===== config.mk =====
export PLATFORM = sky130hd
export DESIGN_NAME = mc_core
export DESIGN_NICKNAME = d
export VERILOG_FILES = /design/src/rtl/mc_pkg.sv /design/src/rtl/mc_alu.sv /design/src/rtl/mc_regfile.sv /design/src/rtl/mc_ctrl.sv /design/src/rtl/mc_core.sv
export SDC_FILE = /design/constraint.sdc
export NUM_CORES = 2
export LEC_CHECK = 0
export BUFFER_PORTS_ARGS = -buffer_cell sky130_fd_sc_hd__buf_2
export CORE_MARGIN = 2
export CORE_UTILIZATION = 61
export DETAILED_ROUTE_END_ITERATION = 6
export PLACE_DENSITY = 0.8
export SETUP_SLACK_MARGIN = 0.2
export SLEW_MARGIN = 20
export SYNTH_ARGS = -nofsm -noshare
export SYNTH_HDL_FRONTEND = slang
export SYNTH_SLANG_ARGS = --single-unit

===== constraint.sdc =====
create_clock -name clk -period 14.7 [get_ports clk]
set_clock_uncertainty 0.1 [all_clocks]
set_input_delay 3.675 -clock clk [delete_from_list [all_inputs] [get_ports clk]]
set_output_delay 3.675 -clock clk [all_outputs]
set_load 0.05 [all_outputs]

===== src/rtl/mc_pkg.sv =====
package mc_pkg;

  typedef enum logic [2:0] {
    ST_FETCH,
    ST_DECODE,
    ST_EXEC,
    ST_MEM,
    ST_WB
  } mc_state_e;

  typedef enum logic [1:0] {
    PCS_ALU,
    PCS_OUT,
    PCS_JUMP
  } pc_src_e;

  typedef enum logic {
    AS_PC,
    AS_REG
  } a_sel_e;

  typedef enum logic [1:0] {
    BS_REG,
    BS_FOUR,
    BS_IMM,
    BS_BOFF
  } b_sel_e;

  localparam logic [3:0] ALU_AND = 4'b0000;
  localparam logic [3:0] ALU_OR  = 4'b0001;
  localparam logic [3:0] ALU_ADD = 4'b0010;
  localparam logic [3:0] ALU_SUB = 4'b0110;
  localparam logic [3:0] ALU_SLT = 4'b0111;

  localparam logic [5:0] OP_RFMT = 6'h00;
  localparam logic [5:0] OP_J    = 6'h02;
  localparam logic [5:0] OP_BEQ  = 6'h04;
  localparam logic [5:0] OP_LW   = 6'h23;
  localparam logic [5:0] OP_SW   = 6'h2B;

  typedef struct packed {
    logic    ir_we;
    logic    pc_we;
    logic    pc_cond;
    pc_src_e pc_src;
    a_sel_e  a_sel;
    b_sel_e  b_sel;
    logic [3:0] alu_op;
    logic    addr_from_out;
    logic    mem_we;
    logic    mdr_we;
    logic    ab_we;
    logic    out_we;
    logic    rf_we;
    logic    rf_dst_rd;
    logic    rf_from_mdr;
  } mc_ctl_t;

  // {supported, alu code} for an R-format funct value
  function automatic logic [4:0] funct_decode(input logic [5:0] f);
    case (f)
      6'h20:   return {1'b1, ALU_ADD};
      6'h22:   return {1'b1, ALU_SUB};
      6'h24:   return {1'b1, ALU_AND};
      6'h25:   return {1'b1, ALU_OR};
      6'h2A:   return {1'b1, ALU_SLT};
      default: return {1'b0, ALU_ADD};
    endcase
  endfunction

endpackage


===== src/rtl/mc_alu.sv =====
module mc_alu #(
  parameter int XLEN = 32
) (
  input  logic [3:0]      op,
  input  logic [XLEN-1:0] a,
  input  logic [XLEN-1:0] b,
  output logic [XLEN-1:0] y,
  output logic            zero
);
  import mc_pkg::*;

  always_comb begin
    case (op)
      ALU_AND: y = a & b;
      ALU_OR:  y = a | b;
      ALU_ADD: y = a + b;
      ALU_SUB: y = a - b;
      ALU_SLT: y = {{(XLEN-1){1'b0}}, ($signed(a) < $signed(b))};
      default: y = a + b;
    endcase
  end

  assign zero = (y == '0);
endmodule


===== src/rtl/mc_regfile.sv =====
module mc_regfile #(
  parameter int XLEN   = 32,
  parameter int ADDR_W = 5
) (
  input  logic              clk,
  input  logic              we,
  input  logic [ADDR_W-1:0] waddr,
  input  logic [XLEN-1:0]   wdata,
  input  logic [ADDR_W-1:0] ra1,
  input  logic [ADDR_W-1:0] ra2,
  output logic [XLEN-1:0]   rd1,
  output logic [XLEN-1:0]   rd2
);
  localparam int NREGS = 1 << ADDR_W;

  logic [XLEN-1:0] regs [NREGS];

  // entry 0 is never written
  always_ff @(posedge clk) begin
    for (int i = 1; i < NREGS; i++) begin
      if (we && waddr == ADDR_W'(i)) regs[i] <= wdata;
    end
  end

  assign rd1 = (ra1 == '0) ? '0 : regs[ra1];
  assign rd2 = (ra2 == '0) ? '0 : regs[ra2];
endmodule


===== src/rtl/mc_ctrl.sv =====
module mc_ctrl (
  input  logic              clk,
  input  logic              rst,
  input  logic [5:0]        opcode,
  input  logic [5:0]        funct,
  output mc_pkg::mc_state_e state,
  output logic              dec_ok,
  output mc_pkg::mc_ctl_t   ctl
);
  import mc_pkg::*;

  mc_state_e  nxt;
  logic [4:0] fdec;

  assign fdec   = funct_decode(funct);
  assign dec_ok = (opcode == OP_LW) || (opcode == OP_SW) || (opcode == OP_BEQ) ||
                  (opcode == OP_J)  || ((opcode == OP_RFMT) && fdec[4]);

  always_ff @(posedge clk) begin
    if (rst) state <= ST_FETCH;
    else     state <= nxt;
  end

  always_comb begin
    ctl = '0;
    nxt = ST_FETCH;
    case (state)
      ST_FETCH: begin
        ctl.ir_we  = 1'b1;
        ctl.pc_we  = 1'b1;
        ctl.pc_src = PCS_ALU;
        ctl.a_sel  = AS_PC;
        ctl.b_sel  = BS_FOUR;
        ctl.alu_op = ALU_ADD;
        nxt        = ST_DECODE;
      end
      ST_DECODE: begin
        ctl.ab_we  = 1'b1;
        ctl.out_we = 1'b1;
        ctl.a_sel  = AS_PC;
        ctl.b_sel  = BS_BOFF;
        ctl.alu_op = ALU_ADD;
        nxt        = dec_ok ? ST_EXEC : ST_FETCH;
      end
      ST_EXEC: begin
        ctl.a_sel = AS_REG;
        case (opcode)
          OP_LW, OP_SW: begin
            ctl.b_sel  = BS_IMM;
            ctl.alu_op = ALU_ADD;
            ctl.out_we = 1'b1;
            nxt        = ST_MEM;
          end
          OP_RFMT: begin
            ctl.b_sel  = BS_REG;
            ctl.alu_op = fdec[3:0];
            ctl.out_we = 1'b1;
            nxt        = ST_MEM;
          end
          OP_BEQ: begin
            ctl.b_sel   = BS_REG;
            ctl.alu_op  = ALU_SUB;
            ctl.pc_cond = 1'b1;
            ctl.pc_src  = PCS_OUT;
          end
          OP_J: begin
            ctl.pc_we  = 1'b1;
            ctl.pc_src = PCS_JUMP;
          end
          default: ;
        endcase
      end
      ST_MEM: begin
        ctl.addr_from_out = 1'b1;
        case (opcode)
          OP_LW: begin
            ctl.mdr_we = 1'b1;
            nxt        = ST_WB;
          end
          OP_SW:   ctl.mem_we = 1'b1;
          OP_RFMT: begin
            ctl.rf_we     = 1'b1;
            ctl.rf_dst_rd = 1'b1;
          end
          default: ;
        endcase
      end
      ST_WB: begin
        ctl.rf_we       = 1'b1;
        ctl.rf_from_mdr = 1'b1;
      end
      default: nxt = ST_FETCH;
    endcase
  end
endmodule


===== src/rtl/mc_core.sv =====
module mc_core #(
  parameter int XLEN   = 32,
  parameter int RADR_W = 5
) (
  input  logic            clk,
  input  logic            rst,
  output logic [XLEN-1:0] mem_addr,
  output logic [XLEN-1:0] mem_wdata,
  output logic            mem_we,
  input  logic [XLEN-1:0] mem_rdata
);
  import mc_pkg::*;

  localparam int IMM_W = 16;

  mc_state_e state_q;
  mc_ctl_t   ctl;
  logic      dec_ok;

  logic [XLEN-1:0] pc_q, ir_q, mdr_q, a_q, b_q, out_q;
  logic [XLEN-1:0] rs_val, rt_val;
  logic [XLEN-1:0] alu_a, alu_b, alu_y, pc_next, sext, rf_wdata;
  logic            alu_zero, pc_load;
  logic [RADR_W-1:0] rf_waddr;

  assign sext = {{(XLEN-IMM_W){ir_q[IMM_W-1]}}, ir_q[IMM_W-1:0]};

  mc_ctrl u_ctrl (
    .clk    (clk),
    .rst    (rst),
    .opcode (ir_q[31:26]),
    .funct  (ir_q[5:0]),
    .state  (state_q),
    .dec_ok (dec_ok),
    .ctl    (ctl)
  );

  assign rf_waddr = ctl.rf_dst_rd   ? ir_q[15:11] : ir_q[20:16];
  assign rf_wdata = ctl.rf_from_mdr ? mdr_q : out_q;

  mc_regfile #(.XLEN(XLEN), .ADDR_W(RADR_W)) u_rf (
    .clk   (clk),
    .we    (ctl.rf_we),
    .waddr (rf_waddr),
    .wdata (rf_wdata),
    .ra1   (ir_q[25:21]),
    .ra2   (ir_q[20:16]),
    .rd1   (rs_val),
    .rd2   (rt_val)
  );

  assign alu_a = (ctl.a_sel == AS_PC) ? pc_q : a_q;

  always_comb begin
    case (ctl.b_sel)
      BS_REG:  alu_b = b_q;
      BS_FOUR: alu_b = XLEN'(4);
      BS_IMM:  alu_b = sext;
      default: alu_b = {sext[XLEN-3:0], 2'b00};
    endcase
  end

  mc_alu #(.XLEN(XLEN)) u_alu (
    .op   (ctl.alu_op),
    .a    (alu_a),
    .b    (alu_b),
    .y    (alu_y),
    .zero (alu_zero)
  );

  always_comb begin
    case (ctl.pc_src)
      PCS_OUT:  pc_next = out_q;
      PCS_JUMP: pc_next = {pc_q[XLEN-1:28], ir_q[25:0], 2'b00};
      default:  pc_next = alu_y;
    endcase
  end

  assign pc_load = ctl.pc_we | (ctl.pc_cond & alu_zero);

  always_ff @(posedge clk) begin
    if (rst) begin
      pc_q  <= '0;
      ir_q  <= '0;
      mdr_q <= '0;
      a_q   <= '0;
      b_q   <= '0;
      out_q <= '0;
    end else begin
      if (pc_load)    pc_q  <= pc_next;
      if (ctl.ir_we)  ir_q  <= mem_rdata;
      if (ctl.mdr_we) mdr_q <= mem_rdata;
      if (ctl.ab_we) begin
        a_q <= rs_val;
        b_q <= rt_val;
      end
      if (ctl.out_we) out_q <= alu_y;
    end
  end

  assign mem_addr  = ctl.addr_from_out ? out_q : pc_q;
  assign mem_wdata = b_q;
  assign mem_we    = ctl.mem_we;
endmodule


---- Yosys cells after proc, flatten, opt, wreduce, memory -nomap -nowiden ----
Memories as Yosys holds them, arrays and structs flattened. A register that Yosys moved wholly into a read port is not among the register bits.
Cells that the tools add are included.
cells by class
  magnitude comparators ................... 1
  multiplexer cells ....................... 189
  reductions and logical operators ........ 76
  $add $sub $neg .......................... 2
  equal/unequal tests ..................... 51
  bitwise operators ....................... 5
operator list
  cell                                                             number
  32-bit two-way mux                                               35
  32-bit OR reduction                                              30
  5-bit two-way mux                                                35
  32-bit one-hot mux with 4 select lines                           1
  1-bit two-way mux                                                102
  32-bit one-hot mux with 3 select lines                           1
  5-bit == test, second input constant                             16
  32-bit one-hot mux with 2 select lines                           1
  6-bit == test, second input constant                             7
  5-bit by 4-bit == test with 1-bit output, second input constant  8
  32-bit adder                                                     1
  32-bit AND                                                       1
  1-bit logical AND                                                32
  32-bit logical NOT                                               1
  32-bit < comparator                                              1
  32-bit OR                                                        1
  32-bit subtractor                                                1
  5-bit one-hot mux with 5 select lines                            1
  7-bit one-hot mux with 3 select lines                            1
  5-bit by 3-bit == test with 1-bit output, second input constant  4
  6-bit one-hot mux with 3 select lines                            1
  3-bit one-hot mux with 4 select lines                            1
  5-bit by 2-bit == test with 1-bit output, second input constant  2
  5-bit logical NOT                                                2
  other kinds (25)                                                 38
storage, ports and cells
  input bits .............................. 34
  output and inout bits ................... 65
  register bits after elaboration ......... 195
  word-level logic and storage cells ...... 333
  memory bits (writable) .................. 1024
  memories ................................ 1
memories
  memory     depth  bits a word  rd ports  clocked after memory_dff  wr ports  RTL line          text
  u_rf.regs  32     32           2         2                         1         mc_regfile.sv:16  logic [XLEN-1:0] regs [NREGS];

---- Logic depth before layout (Yosys ltp) ----
  depth in word-level cells ............... 39
  mapped depth ............................ 24
  mapped depth without buffers ............ 19

---- Modules after synthesis ----
A second synthesis with hierarchy kept.
second synthesis, totals
  cells, all modules ...................... 4556
  area total of the unflattened synthesis .. 61601.6 µm²
by module, submodules not included
  module      area an instance (µm²)  cells each  instances
  mc_regfile  46686.0                 2767        1
  mc_core     9145.0                  924         1
  mc_alu      5355.1                  810         1
  mc_ctrl     415.4                   55          1

---- Least setup slack after synthesis ----
Ideal clock, no wire load.
  path type ............................... register -> output
  from .................................... register ir_q[27]
  to ...................................... output mem_we
  path slack .............................. 8.544 ns
  cell stages (with the launch flop) ...... 5
  path buffers ............................ 1
  arrival ................................. 2.381 ns
  cell sequence ........................... dfxtp_1 > clkbuf_1 > nand2b_1 > or3_1 > nor3_1
on the way
  cells in the longest elaborated chain, start to end .. 3
RTL lines
  what                    RTL line       text
  start, declared         mc_core.sv:20  logic [XLEN-1:0] pc_q, ir_q, mdr_q, a_q, b_q, out_q;
  start signal, assigned  mc_core.sv:91  if (ctl.ir_we) ir_q <= mem_rdata;
  6-bit == test           mc_ctrl.sv:75  case (opcode)
  1-bit two-way mux       mc_ctrl.sv:75
  3-bit two-way mux       mc_ctrl.sv:27  case (state)
  end, declared           mc_core.sv:9   output logic mem_we,
Every way passes these cells.

---- Worst setup path in the final report ----
  from .................................... register ir_q[27]
  to ...................................... register pc_q[13]
on the way
  cells in the longest elaborated chain, start to end .. 11
  elaborated cells on any way between the ends .. 34
  classes of those cells .................. add/sub: 2; order compare: 1; eq/ne: 11; mux: 11; bitwise: 4; reduce/logical: 5
RTL lines
  what                                         RTL line                    text
  6-bit == test                                mc_ctrl.sv:47               case (opcode)
  2-bit OR reduction                           --
  6-bit one-hot mux with 3 select lines        mc_ctrl.sv:47
  7-bit one-hot mux with 3 select lines        mc_ctrl.sv:27
  2-bit == test, or another cell as far along  mc_core.sv:55               case (ctl.b_sel)
  32-bit one-hot mux with 3 select lines       mc_core.sv:55
  32-bit adder, or another cell as far along   mc_alu.sv:16, mc_alu.sv:19
  32-bit one-hot mux with 4 select lines       mc_alu.sv:13                case (op)
  32-bit logical NOT                           mc_alu.sv:23                assign zero = (y == '0);
  1-bit AND                                    mc_core.sv:79               assign pc_load = ctl.pc_we | (ctl.pc_cond & alu_zero);
  1-bit OR                                     mc_core.sv:79
  end signal, assigned                         mc_core.sv:90               if (pc_load) pc_q <= pc_next;
  end, declared                                mc_core.sv:20
Parallel ways exist; a longest one is shown, timed or not.
A chain may end at the register's enable or synchronous reset.

==> results.json <==
{
  "grt_setup_unrepaired": "no",
  "critPathMaxFanout": 26,
  "dieWidth_um": 319,
  "numCtsBuffers": 113,
  "cts_resized": 0,
  "synth.area.top_cells": "edfxtp_1, mux4_2, dfxtp_1",
  "crit_end": "pc_q[13]$_SDFFE_PP0P_",
  "timing.final.ws_setup_ps": 6940,
  "cts_setup_buffers": 0,
  "clkTransAtPathRegs_ps": 60,
  "clock-sinks": 1197,
  "cp.arrival_ps": 8270,
  "gr-total-overflow": 0,
  "power_density_nw_per_um2": 125,
  "grt_pass1_vias": 41100,
  "io_buffer_count": 98,
  "fin_nets": 4192,
  "start_util_pct": 61.4,
  "r2r_end": "pc_q[13]$_SDFFE_PP0P_",
  "synth-edff-count": 992,
  "wl_mm": 200,
  "r2r_cells": 18,
  "grt_max_degree": 143,
  "root_buffer": "clkbuf_16",
  "setup_violations": 0,
  "r2r_setup_slack_ps": 6940,
  "synth_seq_cells": 1197,
  "syn_nets": 4213,
  "n_fill_cell": 6268,
  "min_period_ps": 7760,
  "cts_hold_buf": 0,
  "post-place-ws_ps": 7220,
  "fmax_ghz": 0.129,
  "period_share_pct": 52.8,
  "die_h_um": 319,
  "finalHoldViolCount": 0,
  "async_reset_ff_share_pct": 0,
  "routedWlPerCell_um": 36.8,
  "design_area_um2": 65900,
  "yosysWarningCount": 0,
  "num_vias": 41800,
  "vias_per_cell": 7.68,
  "grt_use_total_pct": 39.4,
  "instances_no_fill": 5439,
  "htreeDepth": 3,
  "netlist.top_cell.by_area": "edfxtp_1",
  "status": "complete, no violations",
  "min_path_type": "reg2reg",
  "core_um2": 98300,
  "seq_area_frac_synth_pct": 56.2,
  "worstMarginPinSlew_ps": 1160,
  "vdd_drop_max_v": 0.000102,
  "core.rowCount": 115,
  "syn_area_um2": 60300,
  "cts_tree": "done",
  "clockBufferDepth": 3,
  "drtIter0Drc": 8068,
  "drt_pass1_iterations": 7,
  "setup.worst_path.start_class": "flip-flop",
  "drv_cap": 0,
  "postRouteAntennaNets": 0,
  "maxSlewHeadroom_pct": 21.5,
  "drcViolationCount": 0,
  "place_area_um2": 62200,
  "die-area_um2": 101000,
  "path_class": "reg2reg",
  "clkLatencyLatePin_ps": 750,
  "grt_pass1_wl_mm": 288,
  "place_hpwl_mm": 113,
  "antenna_found_initial": 4,
  "drive_gt1_share_pct": 26.1,
  "synth_top_cell_area_share_pct": 49.4,
  "place_congestion": 0.999,
  "critPathRequiredTime_ps": 15210,
  "synth.distinct_cells": 99,
  "syn_area_per_cell_um2": 14.8,
  "crit_start": "ir_q[27]$_SDFFE_PP0N_",
  "cp-end-kind": "flip-flop",
  "syn-instance-count": 4079,
  "area_delta_synth_final_pct": 9.25,
  "setup_tns_ps": 0,
  "io_pins": 99,
  "report.final.slew_viol_count": 0,
  "r2r-start": "ir_q[27]$_SDFFE_PP0N_",
  "yosys_most_used_dff": "edfxtp_1",
  "leakage_nw": 21.3,
  "post-place-cells": 5230
}
## stage by stage
stage	hold slack (ps)	total power, mW	utilization [%]
5_1_grt	368	8.43	67.1
3_3_place_gp	338	5.27	63.3
4_1_cts	352	8.20	67.1
2_1_floorplan	333	4.86	-
3_5_place_dp	343	5.28	63.3
6_report	355	8.25	67.1
## worst min path at each step
stage / slack [ps] / startpoint / endpoint / cells past startpoint
3_3_place_gp: 340 / mdr_q[11]$_SDFFE_PP0P_ / mdr_q[11]$_SDFFE_PP0P_ / 2
2_1_floorplan: 330 / mdr_q[0]$_SDFFE_PP0P_ / mdr_q[0]$_SDFFE_PP0P_ / 2
3_5_place_dp: 340 / mdr_q[21]$_SDFFE_PP0P_ / mdr_q[21]$_SDFFE_PP0P_ / 2
5_1_grt: 370 / mdr_q[18]$_SDFFE_PP0P_ / mdr_q[18]$_SDFFE_PP0P_ / 2
6_report: 360 / mdr_q[18]$_SDFFE_PP0P_ / mdr_q[18]$_SDFFE_PP0P_ / 2
4_1_cts: 350 / mdr_q[18]$_SDFFE_PP0P_ / mdr_q[18]$_SDFFE_PP0P_ / 2
## critical path, cell delays in order, from the launching register on
cell,delay (ps)
dfxtp_1,590
nand2b_1,240
or3_1,480
nor2_2,660
o21ai_0,350
ha_1,340
fa_1,480
a21o_1,210
a221oi_1,740
o21ai_0,290
nand2_1,140
o22a_2,150
a21oi_1,70
nor4_1,810
nor4b_2,390
and4_2,270
nand4_1,140
nand2_1,780
mux2_2,410
## cell usage after synthesis, drive strengths merged, types with 6 or more instances
cell,count
nor2,355
o211ai,17
o221ai,11
nor2b,17
nor3b,8
and3,7
or3,11
edfxtp,992
buf,98
a22oi,10
and2,12
o21ai,109
nand2,329
a211oi,63
nand4,16
mux4,576
a311oi,6
clkbuf,213
nand3,17
a221oi,33
inv,104
mux2i,141
ha,98
a211o,6
or4,8
nor3,33
nor4,6
and4,7
nand2b,36
o22ai,9
mux2,66
o31ai,18
o21bai,9
a221o,14
dfxtp,205
xnor2,7
o21a,8
a21o,11
a21oi,299
a31oi,18
## placed cells by master, fill, tap and decap left out, types with 25 or more instances in the layout
master and instances:
a211oi_1 62, a21oi_1 297, a221oi_1 32, buf_2 97, buf_4 73, clkbuf_16 118, clkinv_2 25, dfxtp_1 195
edfxtp_1 992, ha_1 98, inv_1 104, mux2_2 66, mux2i_1 141, mux4_2 576, nand2_1 327, nand2b_1 36
nor2_1 321, nor2_4 31, nor3_1 28, o21ai_0 100
## layout make-up
type	count	area, um^2	area share (%)
antenna	1	2.50	0.00380
sequential	1197	33900	51.5
tap	1287	1610	2.44
multi-input combinational	2467	25200	38.2
clock inverter	65	619	0.939
timing repair buffer	175	1130	1.72
clock buffer	143	3100	4.70
inverter	104	390	0.592
## flip-flops by register name, summed over array words and instances (netlist names), named ones only
register / cells
a_q: 32
ir_q: 32
mdr_q: 32
mem_wdata: 32
out_q: 32
pc_q: 32
u_ctrl.state: 3
u_rf.regs: 992
## kinds of logic after synthesis
group	synth area share, %
buffers and inverters	2.69
DFF	56.2
and+or+nand+nor	6.39
xor gates and xnor gates	0.116
muxes	25.1
adders and majority gates	2.10
AOI/OAI and AO/OA	7.48
## where the power goes
group | switching, mW | internal [mW] | leakage (nW) | total [mW]
Clock | 1.34 | 1.64 | 1.82 | 2.98
Sequential | 0.103 | 3.77 | 10.8 | 3.87
Combinational | 0.895 | 0.507 | 8.64 | 1.40
Total | 2.33 | 5.91 | 21.3 | 8.25
## metal layers
metal / wire length (um) / global-route usage [%]
met5: 19 / 0
met1: 66000 / 51.0
met3: 28700 / 11.2
met4: 13700 / 22.8
met2: 91700 / 60.3
No activity file was read; power rests on OpenSTA's default activity.
